**src/rtl/cpu_pkg.sv**
```systemverilog
package cpu_pkg;

    localparam int WORD_W = 16;
    localparam int OPC_W  = 4;
    localparam int RSEL_W = 3;
    localparam int OFS_W  = 6;

    localparam logic [OPC_W-1:0] OPC_ADD = 4'b0001;
    localparam logic [OPC_W-1:0] OPC_LDR = 4'b0110;
    localparam logic [OPC_W-1:0] OPC_STR = 4'b0111;
    localparam logic [OPC_W-1:0] OPC_JMP = 4'b1100;

    typedef enum logic [2:0] {
        PH_FI_ADDR,
        PH_FI_READ,
        PH_FI_LOAD,
        PH_DECODE,
        PH_EVAL_ADDR,
        PH_FETCH_OPND,
        PH_EXECUTE,
        PH_STORE_RES
    } phase_e;

    typedef enum logic [2:0] {
        K_ADD,
        K_LDR,
        K_STR,
        K_JMP,
        K_NOP
    } kind_e;

    typedef struct packed {
        logic [OPC_W-1:0]  opc;
        logic [RSEL_W-1:0] f_hi;
        logic [RSEL_W-1:0] f_mid;
        logic [OFS_W-1:0]  f_lo;
    } instr_t;

    function automatic kind_e classify(input logic [OPC_W-1:0] opc);
        case (opc)
            OPC_ADD: return K_ADD;
            OPC_LDR: return K_LDR;
            OPC_STR: return K_STR;
            OPC_JMP: return K_JMP;
            default: return K_NOP;
        endcase
    endfunction

    function automatic logic [WORD_W-1:0] widen_ofs(input logic [OFS_W-1:0] ofs);
        return {{(WORD_W-OFS_W){ofs[OFS_W-1]}}, ofs};
    endfunction

endpackage

```
**src/rtl/cpu_regfile.sv**
```systemverilog
module cpu_regfile #(
    parameter int DATA_W = 16,
    parameter int NREGS  = 8,
    localparam int IDX_W = $clog2(NREGS)
) (
    input  logic              clk,
    input  logic              rst,
    input  logic [IDX_W-1:0]  ra1,
    input  logic [IDX_W-1:0]  ra2,
    output logic [DATA_W-1:0] rd1,
    output logic [DATA_W-1:0] rd2,
    input  logic              we,
    input  logic [IDX_W-1:0]  wa,
    input  logic [DATA_W-1:0] wd
);
    logic [DATA_W-1:0] regs [NREGS];

    always_ff @(posedge clk) begin
        if (rst) begin
            for (int i = 0; i < NREGS; i++) regs[i] <= '0;
        end else if (we) begin
            regs[wa] <= wd;
        end
    end

    assign rd1 = regs[ra1];
    assign rd2 = regs[ra2];

    AST_WRITE_LANDS: assert property (@(posedge clk) disable iff (rst)
        we |=> regs[$past(wa)] == $past(wd));
endmodule

```
**src/rtl/cpu_adder.sv**
```systemverilog
module cpu_adder #(
    parameter int W = 16
) (
    input  logic [W-1:0] a,
    input  logic [W-1:0] b,
    output logic [W-1:0] s
);
    assign s = a + b;
endmodule

```
**src/rtl/cpu_ctrl.sv**
```systemverilog
module cpu_ctrl
    import cpu_pkg::*;
(
    input  logic   clk,
    input  logic   rst,
    input  kind_e  kind,
    output phase_e phase,
    output logic   halt
);
    phase_e nxt;

    always_comb begin
        nxt = PH_FI_ADDR;
        case (phase)
            PH_FI_ADDR:    nxt = PH_FI_READ;
            PH_FI_READ:    nxt = PH_FI_LOAD;
            PH_FI_LOAD:    nxt = PH_DECODE;
            PH_DECODE: begin
                case (kind)
                    K_ADD:        nxt = PH_FETCH_OPND;
                    K_LDR, K_STR: nxt = PH_EVAL_ADDR;
                    K_JMP:        nxt = PH_EXECUTE;
                    default:      nxt = PH_FI_ADDR;
                endcase
            end
            PH_EVAL_ADDR:  nxt = PH_FETCH_OPND;
            PH_FETCH_OPND: nxt = (kind == K_STR) ? PH_STORE_RES : PH_EXECUTE;
            PH_EXECUTE:    nxt = (kind == K_JMP) ? PH_FI_ADDR : PH_STORE_RES;
            PH_STORE_RES:  nxt = PH_FI_ADDR;
            default:       nxt = PH_FI_ADDR;
        endcase
    end

    always_ff @(posedge clk) begin
        if (rst) begin
            phase <= PH_FI_ADDR;
            halt  <= 1'b0;
        end else begin
            phase <= nxt;
            if (phase == PH_DECODE && kind == K_NOP) halt <= 1'b1;
        end
    end

    AST_RESET_FETCH: assert property (@(posedge clk) disable iff (rst)
        $past(rst) |-> (phase == PH_FI_ADDR && !halt));
    AST_HALT_STICKY: assert property (@(posedge clk) disable iff (rst)
        halt |=> halt);
    AST_NOP_RETURNS: assert property (@(posedge clk) disable iff (rst)
        (phase == PH_DECODE && kind == K_NOP) |=> (phase == PH_FI_ADDR && halt));
endmodule

```
**src/rtl/cpu_core.sv**
```systemverilog
module cpu_core
    import cpu_pkg::*;
#(
    parameter int NREGS = 8
) (
    input  logic              clk,
    input  logic              rst,
    output logic [WORD_W-1:0] mem_addr,
    output logic              mem_rd,
    output logic              mem_wr,
    output logic [WORD_W-1:0] mem_wdata,
    input  logic [WORD_W-1:0] mem_rdata,
    output logic              halt
);
    logic [WORD_W-1:0] pc, mar, mdr, opa, opb, res;
    instr_t            ir;
    phase_e            phase;
    kind_e             kind;

    logic [RSEL_W-1:0] ra2;
    logic [WORD_W-1:0] rd1, rd2, ofs_x;
    logic [WORD_W-1:0] add_a, add_b, add_s;
    logic              rf_we;
    logic [WORD_W-1:0] rf_wd;

    assign kind  = classify(ir.opc);
    assign ofs_x = widen_ofs(ir.f_lo);
    assign ra2   = (kind == K_STR) ? ir.f_hi : ir.f_lo[RSEL_W-1:0];

    cpu_ctrl u_ctrl (
        .clk   (clk),
        .rst   (rst),
        .kind  (kind),
        .phase (phase),
        .halt  (halt)
    );

    cpu_regfile #(.DATA_W(WORD_W), .NREGS(NREGS)) u_rf (
        .clk (clk),
        .rst (rst),
        .ra1 (ir.f_mid),
        .ra2 (ra2),
        .rd1 (rd1),
        .rd2 (rd2),
        .we  (rf_we),
        .wa  (ir.f_hi),
        .wd  (rf_wd)
    );

    // One adder serves both address evaluation and ADD execution.
    assign add_a = (phase == PH_EVAL_ADDR) ? rd1   : opa;
    assign add_b = (phase == PH_EVAL_ADDR) ? ofs_x : opb;

    cpu_adder #(.W(WORD_W)) u_add (
        .a (add_a),
        .b (add_b),
        .s (add_s)
    );

    assign rf_we = (phase == PH_STORE_RES) && (kind == K_ADD || kind == K_LDR);
    assign rf_wd = (kind == K_ADD) ? res : mdr;

    assign mem_addr  = mar;
    assign mem_rd    = (phase == PH_FI_READ) || (phase == PH_FETCH_OPND && kind == K_LDR);
    assign mem_wr    = (phase == PH_STORE_RES) && (kind == K_STR);
    assign mem_wdata = mdr;

    always_ff @(posedge clk) begin
        if (rst) begin
            pc  <= '0;
            mar <= '0;
            mdr <= '0;
            ir  <= '0;
            opa <= '0;
            opb <= '0;
            res <= '0;
        end else begin
            case (phase)
                PH_FI_ADDR: mar <= pc;
                PH_FI_READ: pc  <= pc + 1'b1;
                PH_FI_LOAD: begin
                    ir  <= mem_rdata;
                    mdr <= mem_rdata;
                end
                PH_EVAL_ADDR: mar <= add_s;
                PH_FETCH_OPND: begin
                    if (kind == K_ADD) begin
                        opa <= rd1;
                        opb <= rd2;
                    end
                    if (kind == K_STR) mdr <= rd2;
                end
                PH_EXECUTE: begin
                    if (kind == K_ADD) res <= add_s;
                    if (kind == K_LDR) mdr <= mem_rdata;
                    if (kind == K_JMP) pc  <= rd1;
                end
                default: ;
            endcase
        end
    end

    AST_PC_STEP: assert property (@(posedge clk) disable iff (rst)
        (phase == PH_FI_READ) |=> pc == $past(pc) + 16'd1);
    AST_JMP_TARGET: assert property (@(posedge clk) disable iff (rst)
        (phase == PH_EXECUTE && kind == K_JMP) |=> pc == $past(rd1));
    AST_EA_WRAP: assert property (@(posedge clk) disable iff (rst)
        (phase == PH_EVAL_ADDR) |=> mar == $past(rd1) + widen_ofs($past(ir.f_lo)));
    AST_WRITE_ONE_CYCLE: assert property (@(posedge clk) disable iff (rst)
        mem_wr |=> !mem_wr);
    AST_RD_WR_EXCL: assert property (@(posedge clk) disable iff (rst)
        !(mem_rd && mem_wr));
endmodule

```
**config.mk**
```make
export PLATFORM = sky130hd
export DESIGN_NAME = cpu_core
export DESIGN_NICKNAME = d
export VERILOG_FILES = /design/src/rtl/cpu_pkg.sv /design/src/rtl/cpu_regfile.sv /design/src/rtl/cpu_adder.sv /design/src/rtl/cpu_ctrl.sv /design/src/rtl/cpu_core.sv
export SDC_FILE = /design/constraint.sdc
export NUM_CORES = 1
export LEC_CHECK = 0
export BUFFER_PORTS_ARGS = -buffer_cell sky130_fd_sc_hd__buf_4
export CAP_MARGIN = 20
export CORE_UTILIZATION = 44
export CTS_CLUSTER_SIZE = 16
export DETAILED_ROUTE_END_ITERATION = 8
export GPL_TIMING_DRIVEN = 0
export SYNTH_ARGS = -nofsm -noshare
export SYNTH_HDL_FRONTEND = slang
export SYNTH_HIERARCHICAL = 1
export SYNTH_SLANG_ARGS = --single-unit
```
**constraint.sdc**
```tcl
create_clock -name clk -period 3.77 [get_ports clk]
set_input_delay 0.5655 -clock clk [delete_from_list [all_inputs] [get_ports clk]]
set_output_delay 0.5655 -clock clk [all_outputs]
set_load 0.005 [all_outputs]
```
# Word-level counts from Yosys, hierarchy flattened
# Memories as Yosys holds them, arrays and structs flattened. A register that Yosys moved wholly into a read port is not among the register bits.
# Index checks and enable logic that the tools add are counted.
# word_totals
ff_bits	116
latchBits	0
ram_bits	128
romBits	0
elab_cells	75
n_memories	1
# memory_table
name	words	width	read_ports	rd_ports_with_merged_regs	write_ports	line_no	text
u_rf.regs	8	16	2	1	8	cpu_regfile.sv:16	logic [DATA_W-1:0] regs [NREGS];
# classes
addsub	2
multipliers	0
div_mod_pow	0
order_cmp	0
n_eq_ne	18
shifts	0
muxes	25
n_bitwise	0
reduce_logical	17
# op_table
cell	count
$mux W16	7
$pmux W16 S2	2
$pmux W16 S3	1
$pmux W3 S8	1
$add A16 B1 Y16 const B	1
$add A16 B16 Y16	1
$reduce_or A16 Y1	1
$eq A3 B3 Y1 const B	5
$mux W3	5
$eq A3 B2 Y1 const B	4
$pmux W3 S4	1
$pmux W3 S3	1
$eq A4 B3 Y1 const B	2
$mux W1	7
$eq A3 B1 Y1 const B	2
$logic_not A3 Y1	2
$reduce_and A2 Y1	3
$eq A4 B1 Y1 const B	1
$eq A4 B4 Y1 const B	1
$logic_and A1 B1 Y1	4
$ne A2 B2 Y1 const B	2
$reduce_bool A2 Y1	2
$reduce_and A3 Y1	1
$reduce_bool A3 Y1	1
other kinds (3)	4

# Longest topological paths before layout
# Gate-level depths: netlist of the first run.
# logic_depth
depth_word	10
ltp_mapped	14
ltp_nobuf	12

# Hierarchy
# The synthesis of the first run kept the hierarchy.
# modules_own_cells
module	instances	cells_per_inst	area_per_inst_um2
cpu_regfile	1	430	6999.2
cpu_core	1	662	5298.8
cpu_adder	1	98	724.4
cpu_ctrl	1	24	206.4

# Worst setup path before layout of the first run
# No wires, ideal clock.
# synth_path
path_type	register to register
start	register, netlist name ir[6]
end	register mar[12] (netlist: mem_addr[12])
arrival_ps	3601
required_ps	3684
setup_slack_ps	84
path_stages_with_launch	15
path_cell_list	dfxtp_1 > buf_6 > buf_6 > mux4_1 > mux2_2 > mux2_2 > ha_1 > fa_1 > a21o_2 > a311oi_2 > nor3_1 > o41ai_2 > xnor2_1 > mux2i_1 > a211oi_1
# synth_rtl
item	line_no	text
end signal, assigned	cpu_core.sv:79	PH_FI_ADDR: mar <= pc;
end signal, assigned	cpu_core.sv:85	PH_EVAL_ADDR: mar <= add_s;
end, declared	cpu_core.sv:15	logic [WORD_W-1:0] pc, mar, mdr, opa, opb, res;

==> results of run 1 <==
## what timing repair did
action                     CTS  global route
setup endpoints to repair   80            68
setup buffers               10            10
cloned                       0             1
hold buffers                 0             0
hold endpoints to repair     0             0
pin swaps                   12            14
gates resized for setup     38            44
## worst paths after layout
kind                  from           end  slack, ns  cells past startpoint
min          mem_rdata[10]        ir[10]       0.27                      3
max                  ir[6]  mem_addr[14]      -0.02                     14
min reg2reg         opa[7]        opa[7]       0.45                      2
max reg2reg          ir[6]  mem_addr[14]      -0.02                     14
## cell usage after synthesis, types with 8 or more instances
cell type / instances / area, um2
sky130_fd_sc_hd__nor3_1: 134 / 671
sky130_fd_sc_hd__nand2_1: 180 / 676
sky130_fd_sc_hd__mux2i_1: 17 / 170
sky130_fd_sc_hd__dfxtp_1: 116 / 2320
sky130_fd_sc_hd__mux4_1: 56 / 1470
sky130_fd_sc_hd__o21ai_0: 21 / 105
sky130_fd_sc_hd__buf_2: 15 / 75.1
sky130_fd_sc_hd__buf_6: 10 / 113
sky130_fd_sc_hd__clkbuf_1: 56 / 210
sky130_fd_sc_hd__nand3_1: 25 / 125
sky130_fd_sc_hd__nand2b_1: 8 / 50.1
sky130_fd_sc_hd__a211oi_1: 17 / 128
sky130_fd_sc_hd__nor2_1: 50 / 188
sky130_fd_sc_hd__xnor2_1: 10 / 87.6
sky130_fd_sc_hd__edfxtp_1: 128 / 3840
sky130_fd_sc_hd__buf_1: 9 / 33.8
sky130_fd_sc_hd__o21bai_1: 10 / 75.1
sky130_fd_sc_hd__clkinv_1: 17 / 63.8
sky130_fd_sc_hd__a311oi_1: 19 / 166
sky130_fd_sc_hd__mux2_2: 72 / 811
sky130_fd_sc_hd__ha_1: 16 / 200
sky130_fd_sc_hd__a21o_1: 14 / 105
sky130_fd_sc_hd__a21oi_1: 98 / 490
sky130_fd_sc_hd__inv_1: 9 / 33.8
## power breakdown
group | total, uW | switching [uW] | internal [uW] | leakage (uW)
clock | 2740 | 1120 | 1620 | 0.000452
combinational | 952 | 546 | 406 | 0.00273
sequential | 3000 | 92.1 | 2910 | 0.00226
## sequential cells by signal (all words and copies together), names as in the netlist
name and cells:
u_ctrl/halt 1, pc 16, ir 16, opb 16, mem_wdata 16, res 16, u_rf/regs 128, mem_addr 16
opa 16, u_ctrl/phase 3
## kinds of logic after synthesis
family	share of synthesized area
buffers and inverters	0.0473
multiplexers	0.199
adder cells (fa/ha/maj)	0.0166
flip-flops	0.466
AO/OA/AOI/OAI	0.101
AND/OR/NAND/NOR	0.159
XOR/XNOR	0.00993
## layer usage
metal / vias to the layer above / part of all wire
met2: 315 / 0.50
met3: 77 / 0.046
li1: 4789 / -
met1: 5009 / 0.42
met5: - / 0
met4: 0 / 0.036
## final cells by class
| cell class | count | area [um2] |
|---|---|---|
| Clock buffer | 36 | 761 |
| Tap cell | 390 | 488 |
| Fill cell | 2696 | 14000 |
| Sequential cell | 244 | 6170 |
| Timing Repair Buffer | 78 | 633 |
| Multi-Input combinational cell | 845 | 6720 |
| Buffer | 99 | 564 |
| Clock inverter | 16 | 166 |
| Inverter | 26 | 97.6 |
## worst min-delay path, stage by stage
cell                      delay [ns]
sky130_fd_sc_hd__buf_4          0.11
sky130_fd_sc_hd__nand2_1        0.05
sky130_fd_sc_hd__a21oi_1        0.05
## metrics by stage
step                setup slack [ns]  total power (uW)  setup TNS, ns   util
global placement              -0.976              3930         -93.97  0.476
detailed placement            -0.637              3950         -16.26  0.479
global route                  -0.181              6920         -0.878  0.526
floorplan                     0.0838              3580              0      -
finish                       -0.0159              6690        -0.0267  0.526
CTS                           -0.112              6700         -0.426  0.517
==> out/results.md, run 1 <==
| Result | This run |
| --- | --- |
| Final cycle utilization of the critical path | 1.00 |
| Global routing's busiest layer | met2 |
| Total global-route track usage | 0.253 |
| Total leakage power | 0.00544 uW |
| Root buffer selected by CTS | sky130_fd_sc_hd__clkbuf_16 |
| Via density per instance | 5.88 |
| Most prevalent standard cell on the critical path | sky130_fd_sc_hd__mux2_4 |
| Total of buffers placed on input and output ports | 52 |
| Combined buffer and inverter count along the critical path | 3 |
| Die W | 175 um |
| Relative slew margins | 0.281 |
| Antenna violations before repair | 0 |
| Total global routing overflow | 0 |
| Number of enable flip-flop cells after synthesis | 128 |
| Non-filler instance count after layout | 1,734 |
| Net count of the finished layout | 1,357 |
| Predominant post-synthesis flop cell | sky130_fd_sc_hd__edfxtp_1 |
| Detailed-router iteration count before antenna repair | 5 |
| Post-Synthesis Mean Instance Area | 10.9 um2 |
| Worst endpoint data arrival time | 4.25 ns |
| Final non-filler cell area | 0.0156 mm2 |
| Max incr delay on CP | 0.55 ns |
| Weighted congestion at the end of routability-driven global placement | 0.969 |
| Post-detailed-route count of antenna-violating nets | 0 |
| Met2 capacity usage during global routing | 0.440 |
| Via count | 10,200 |
| Number of placed cells counting well taps | 1,661 |
| Setup slack after layout | -0.0159 ns |
| I/O pin count | 53 |
| Count of warnings emitted by yosys | 6 |
| Per-cell routed wire length | 22.6 um |
| CTS buffer count | 28 |
| Die outline area | 0.0308 mm2 |
| Initial Utilization | 0.446 |
| Category of the critical setup timing path | reg2reg |
| Total number of clock tree sinks | 244 |
| Violation count after the first detailed-route iteration | 887 |
| Crit end category | register |
| Slew at the pin closest to its max-slew limit | 1.06 ns |
| Routed wire length | 39,100 um |
| Cell count after synthesis | 1,214 |
| Worst path cell trace | buf_8 -> buf_12 -> mux4_2 -> mux2_4 -> mux2_4 -> fa_2 -> a21o_4 -> a311oi_4 -> buf_4 -> nor3b_2 -> a211oi_2 -> xnor2_1 -> mux2i_1 -> a211oi_1 |
| Deepest level of the CTS H-tree | 1 |
| Top library cells by usage in the layout, fill and taps aside | sky130_fd_sc_hd__nand2_1, sky130_fd_sc_hd__nor3_1, sky130_fd_sc_hd__edfxtp_1 |
| Required time reported for the critical path endpoint | 4.23 ns |
| Fraction of layout instances using a drive strength above 1 | 0.228 |
| Fin. Hold Viols | 0 |
| Number of synthesized register bits | 244 |
| FMAX | 0.264 GHz |
| Final critical path time including I/O delays and setup | 3.79 ns |
| Hold WC Path Type | in2reg |
| Largest net degree at the start of global routing | 19 |
| Max-cap check violation count | 0 |
| Netlist cell types | 68 |
| Clock tree from TritonCTS | done |
| Maximum VDD drop | 419 uV |
| Final setup violation count | 5 |
| Area after DPL | 0.0142 mm2 |
| Growth of design area from synthesis to finish | 17.9% |
| Reg clk slew, reported paths | 0.06 ns |
| Launching element type of the critical path | register |
| Post-route worst hold slack | 0.273 ns |
| Clock latency of the later-clocked register in the worst-skew pair | 0.56 ns |
| Total nets after synthesis | 1,249 |
| Number of cell rows | 63 |
| Max Buffers Root-to-Sink | 3 |
| Biggest fanout along the worst timing path | 6 |
| Most common cell after layout, fill and taps aside | sky130_fd_sc_hd__nand2_1 |
| Max stage delay cell, worst path | sky130_fd_sc_hd__mux4_2 |
| Core Box Area | 0.0296 mm2 |
| DRC | 0 |
| Synthesized area | 0.0132 mm2 |
| Die outline height | 175 um |
| First-pass GRT wire length | 59,700 um |
| GR Layer Usage met3 | 0.0281 |
| Antenna diodes | 0 |
| Via count of the first global-routing pass | 10,200 |
| Unrepaired setup endpoints after global routing | true |
| Synth async-reset ratio | 0 |
| Maximum clock skew at final layout | 0.0207 ns |
| HPWL after DPL | 29,500 um |
| Failing checks | negative setup slack |
| Final-report max-slew violation count | 0 |
| Pwr per Cell Area | 429 mW/mm2 |
| Sequential fraction of the synthesis area | 0.466 |
| Run status | finished, violations left |
| Grt met1 use | 0.324 |
| Top cell family by delay on the critical path | multiplexers |
No activity file was read; power rests on OpenSTA's default activity.
==> run 2: changes to the inputs <==
- SYNTH_HIERARCHICAL: 1 -> not set
==> run 2 against run 1 <==
Effect of this change:
- the run now ends clean
- global-route usage grew 0.30 points
- utilization grew 0.76 points
- cell count shrank 0.40%
- critical endpoint is now mem_addr[13]
- largest cell class is now flip-flops and latches
- highest routed layer unchanged
==> out/results.md, run 2 <==
| Result | This run | vs previous |
| --- | --- | --- |
| Top post-synthesis cells by area | sky130_fd_sc_hd__edfxtp_1, sky130_fd_sc_hd__dfxtp_1, sky130_fd_sc_hd__nor2_1 |  |
| Worst path cell trace | buf_12 -> mux4_2 -> mux2i_4 -> o21a_1 -> inv_1 -> ha_1 -> a211oi_1 -> o21bai_1 -> o21a_2 -> a31o_2 -> a21oi_1 -> xor2_1 -> a221oi_1 |  |
| Top post-synthesis cells by count | sky130_fd_sc_hd__nor2_1, sky130_fd_sc_hd__nand2_1, sky130_fd_sc_hd__edfxtp_1 |  |
| Library cell occupying the most area in the post-synthesis netlist | sky130_fd_sc_hd__edfxtp_1 |  |
| Number of enable flip-flop cells after synthesis | 128 | unchanged |
| DRC | 0 | unchanged |
| Switching power share of the total | 0.237 | -0.0251 |
| Worst endpoint data arrival time | 4.15 ns | -0.10 ns |
| Uppermost layer routed | met4 |  |
| First-pass GRT wire length | 56,600 um | -5.1% |
| Total global routing overflow | 0 | unchanged |
| Share of the synthesized area in the top cell type | 0.303 | +0.0121 |
| Most numerous cell in the Yosys netlist | sky130_fd_sc_hd__nor2_1 |  |
| Detailed-router iteration count before antenna repair | 5 | unchanged |
| Clock tree from TritonCTS | done |  |
| Die W | 172 um | -2.0% |
| Fraction of power consumed by the clock network | 0.452 | +0.042 |
| Comb power frac | 0.092 | -0.050 |
| Maximum VDD drop | 383 uV | -8.8% |
| I/O pin count | 53 | unchanged |
| Total nets after synthesis | 1,274 | +2.0% |
| Switching Power | 1540 uW | -12% |
| Total leakage power | 0.00554 uW | +1.7% |
| Instance count along the most critical hold path | 3 | unchanged |
| Post-Synthesis Mean Instance Area | 10.2 um2 | -5.9% |
| Die outline area | 0.0295 mm2 | -4.0% |
| M1 wire length | 16,300 um | -1.3% |
| Violation count after the first detailed-route iteration | 842 | -5.1% |
| Biggest fanout along the worst timing path | 10 | +4 |
| Weighted congestion at the end of routability-driven global placement | 0.924 | -4.6% |
| Reg clk slew, reported paths | 0.06 ns | about the same |
| Total of buffers placed on input and output ports | 52 | unchanged |
| Required time reported for the critical path endpoint | 4.17 ns | -0.06 ns |
| Most common cell after layout, fill and taps aside | sky130_fd_sc_hd__nor2_1 |  |
| Area of the multi-input gates | 0.00612 mm2 | -8.9% |
| Initial Utilization | 0.452 | +0.00581 |
| Number of synthesized register bits | 247 | +1.2% |
| Post-detailed-route count of antenna-violating nets | 0 | unchanged |
| Max-cap check violation count | 0 | unchanged |
| R2r setup slk | 0.03 ns | +0.04 ns |
| Per-cell routed wire length | 21.5 um | -4.8% |
| Via density per instance | 5.70 | -2.9% |
| Synthesized area | 0.0127 mm2 | -4.0% |
| Netlist cell types | 64 | -5.9% |
| Clock latency of the later-clocked register in the worst-skew pair | 0.58 ns | +0.02 ns |
| Max Buffers Root-to-Sink | 3 | unchanged |
| Layout filler cell count | 2,604 | -3.4% |
| Antenna diodes | 0 | unchanged |
| Routed met3 length | 1650 um | -7.7% |
| Setup slack after layout | 0.0261 ns | +0.0420 ns |
| Final cycle utilization of the critical path | 0.993 | -0.0111 |
| Endpoint, Worst Hold | ir[10] |  |
| Sequential fraction of the synthesis area | 0.490 | +0.0242 |
| Count of warnings emitted by yosys | 0 | -6 |
| Predominant post-synthesis flop cell | sky130_fd_sc_hd__edfxtp_1 |  |
| Internal Power | 4950 uW | +0.26% |
| Fin. Hold Viols | 0 | unchanged |
| Antenna violations before repair | 0 | unchanged |
| Max reg flops | 128 | unchanged |
| Power, Total | 6490 uW | -3.0% |
| Growth of design area from synthesis to finish | 18.1% |  |
| Final-report max-slew violation count | 0 | unchanged |
| Max stage delay cell, worst path | sky130_fd_sc_hd__mux4_2 |  |
| Via count | 9,852 | -3.3% |
| Deepest level of the CTS H-tree | 1 | unchanged |
| Synth async-reset ratio | 0 | unchanged |
| Launching element type of the critical path | register |  |
| Total global-route track usage | 0.256 | +0.00297 |
| Net count of the finished layout | 1,365 | +0.59% |
| Top library cells by usage in the layout, fill and taps aside | sky130_fd_sc_hd__nor2_1, sky130_fd_sc_hd__nand2_1, sky130_fd_sc_hd__edfxtp_1 |  |
| HPWL after DPL | 28,400 um | -3.7% |
| Area after DPL | 0.0136 mm2 | -4.4% |
| Via count of the first global-routing pass | 9,540 | -6.6% |
| Largest net degree at the start of global routing | 17 | -2 |
| Number of cells traversed by the worst register-to-register path | 13 | -1 |
| Max incr delay on CP | 0.55 ns | about the same |
| CTS buffer count | 28 | unchanged |
| Pwr per Cell Area | 432 mW/mm2 | +0.86% |
| Crit end category | register |  |
| Final critical path time including I/O delays and setup | 3.74 ns | -0.0420 ns |
| Core Box Area | 0.0281 mm2 | -5.2% |
| Minimum setup slack after placement | -1.17 ns | -0.530 ns |
| Total number of clock tree sinks | 247 | +1.2% |
| Category of the critical setup timing path | reg2reg |  |
| Run status | finished clean |  |
| FMAX | 0.267 GHz | +1.1% |
| Root buffer selected by CTS | sky130_fd_sc_hd__clkbuf_16 |  |
| Final design utilization | 0.534 | +0.00765 |
| Total length of routed met2 wires | 18,000 um | -7.0% |
| Final non-filler cell area | 0.0150 mm2 | -3.9% |
| Routed wire length | 37,100 um | -5.2% |
| Slew at the pin closest to its max-slew limit | 0.985 ns | -0.0785 ns |
| Flip-flop and latch area | 0.00624 mm2 | +1.1% |
| Relative contribution of sequential cells to total power | 0.457 | +0.009 |
| Number of cell rows | 61 | -3.2% |
| Die outline height | 172 um | -2.0% |
| Capture instance of the worst register-to-register path | mem_addr[13] |  |
| Hold WC Path Type | in2reg |  |
| Top register by number of flip-flops | u_rf.regs |  |
| Cts hold-fix bufs | 0 | unchanged |
| Relative slew margins | 0.324 | +0.0432 |
| Fraction of layout instances using a drive strength above 1 | 0.185 | -0.0438 |
| Startpoint of the tightest hold check path | mem_rdata[10] |  |
| Cell count after synthesis | 1,239 | +2.1% |
| Final setup violation count | 0 | -5 |
| Maximum clock skew at final layout | 0.0363 ns | +0.0156 ns |
run 2: cell types whose count changed in the layout (fill, tap and decap cells not counted), sizes merged, moves of 15 or more:
| cell | before | now |
|---|---|---|
| a211o | 2 | 17 |
| a221o | 0 | 17 |
| a311oi | 20 | 2 |
| buf | 112 | 88 |
| clkinv | 28 | 9 |
| mux2 | 72 | 37 |
| mux2i | 17 | 75 |
| mux4 | 64 | 32 |
| nand2 | 180 | 142 |
| nor2 | 50 | 202 |
| nor3 | 141 | 19 |
| o21ai | 22 | 66 |
| o22ai | 2 | 17 |
run 2: worst max-delay path, delay by kind of cell (launching register included):
family / cells / cell delay, ns
xor+xnor: 1 / 0.31
fa+ha+maj: 1 / 0.29
mux: 2 / 0.76
flops: 1 / 0.44
buf+inv: 2 / 0.24
compound gates: 7 / 1.52
run 2: routing by layer:
metal	vias to the layer above	GRT usage
met5	-	0
met4	0	0.0831
met3	64	0.0309
met2	306	0.436
met1	4771	0.337
li1	4711	-
run 2: power groups by stage:
stage | sequential [uW] | clock [uW] | combinational, uW
6_report | 2960 | 2930 | 594
4_1_cts | 2960 | 2960 | 559
3_3_place_gp | 3000 | 0 | 535
3_5_place_dp | 3010 | 0 | 541
2_1_floorplan | 2990 | 0 | 342
5_1_grt | 2970 | 3060 | 635
run 2: final cells by class:
| type | count | area share |
|---|---|---|
| well taps | 378 | 0.0315 |
| clock inverters | 15 | 0.0169 |
| clock buffers | 34 | 0.0489 |
| plain buffers | 85 | 0.0415 |
| multi-input cells | 892 | 0.408 |
| repair buffers | 67 | 0.0347 |
| flip-flops and latches | 247 | 0.416 |
| inverters | 9 | 0.00225 |
run 2: stage by stage:
stage / setup TNS, ns / hold WS (ns) / instances
3_3_place_gp: -10.82 / 0.445 / 1669
5_1_grt: -0.0379 / 0.259 / 1727
4_1_cts: 0 / 0.228 / 1713
6_report: 0 / 0.245 / 1727
3_5_place_dp: -11.14 / 0.449 / 1669
2_1_floorplan: 0 / 0.431 / 1239
run 2: cell families after synthesis:
| logic type | Yosys count | synth area share |
|---|---|---|
| adder cells (fa/ha/maj) | 17 | 0.0173 |
| multiplexers | 144 | 0.150 |
| AO/OA/AOI/OAI | 296 | 0.146 |
| buffers and inverters | 100 | 0.0466 |
| flip-flops | 247 | 0.490 |
| AND/OR/NAND/NOR | 420 | 0.140 |
| XOR/XNOR | 15 | 0.0103 |
run 2: what timing repair did:
item,in CTS,in global routing
endpoints found under the setup margin,22,9
setup buffers,1,13
gates resized for setup,54,31
pin swaps,1,5
gates cloned,0,1
run 2: worst max-delay path by stage:
stage	startpoint	endpoint	cells past startpoint
finish	register	mem_addr[13]	13
global route	register	mem_addr[13]	13
CTS	u_ctrl.phase[0]	res[12]	15
detailed placement	register	mem_addr[12]	15
global placement	register	mem_addr[12]	15
floorplan	register	mem_addr[12]	15
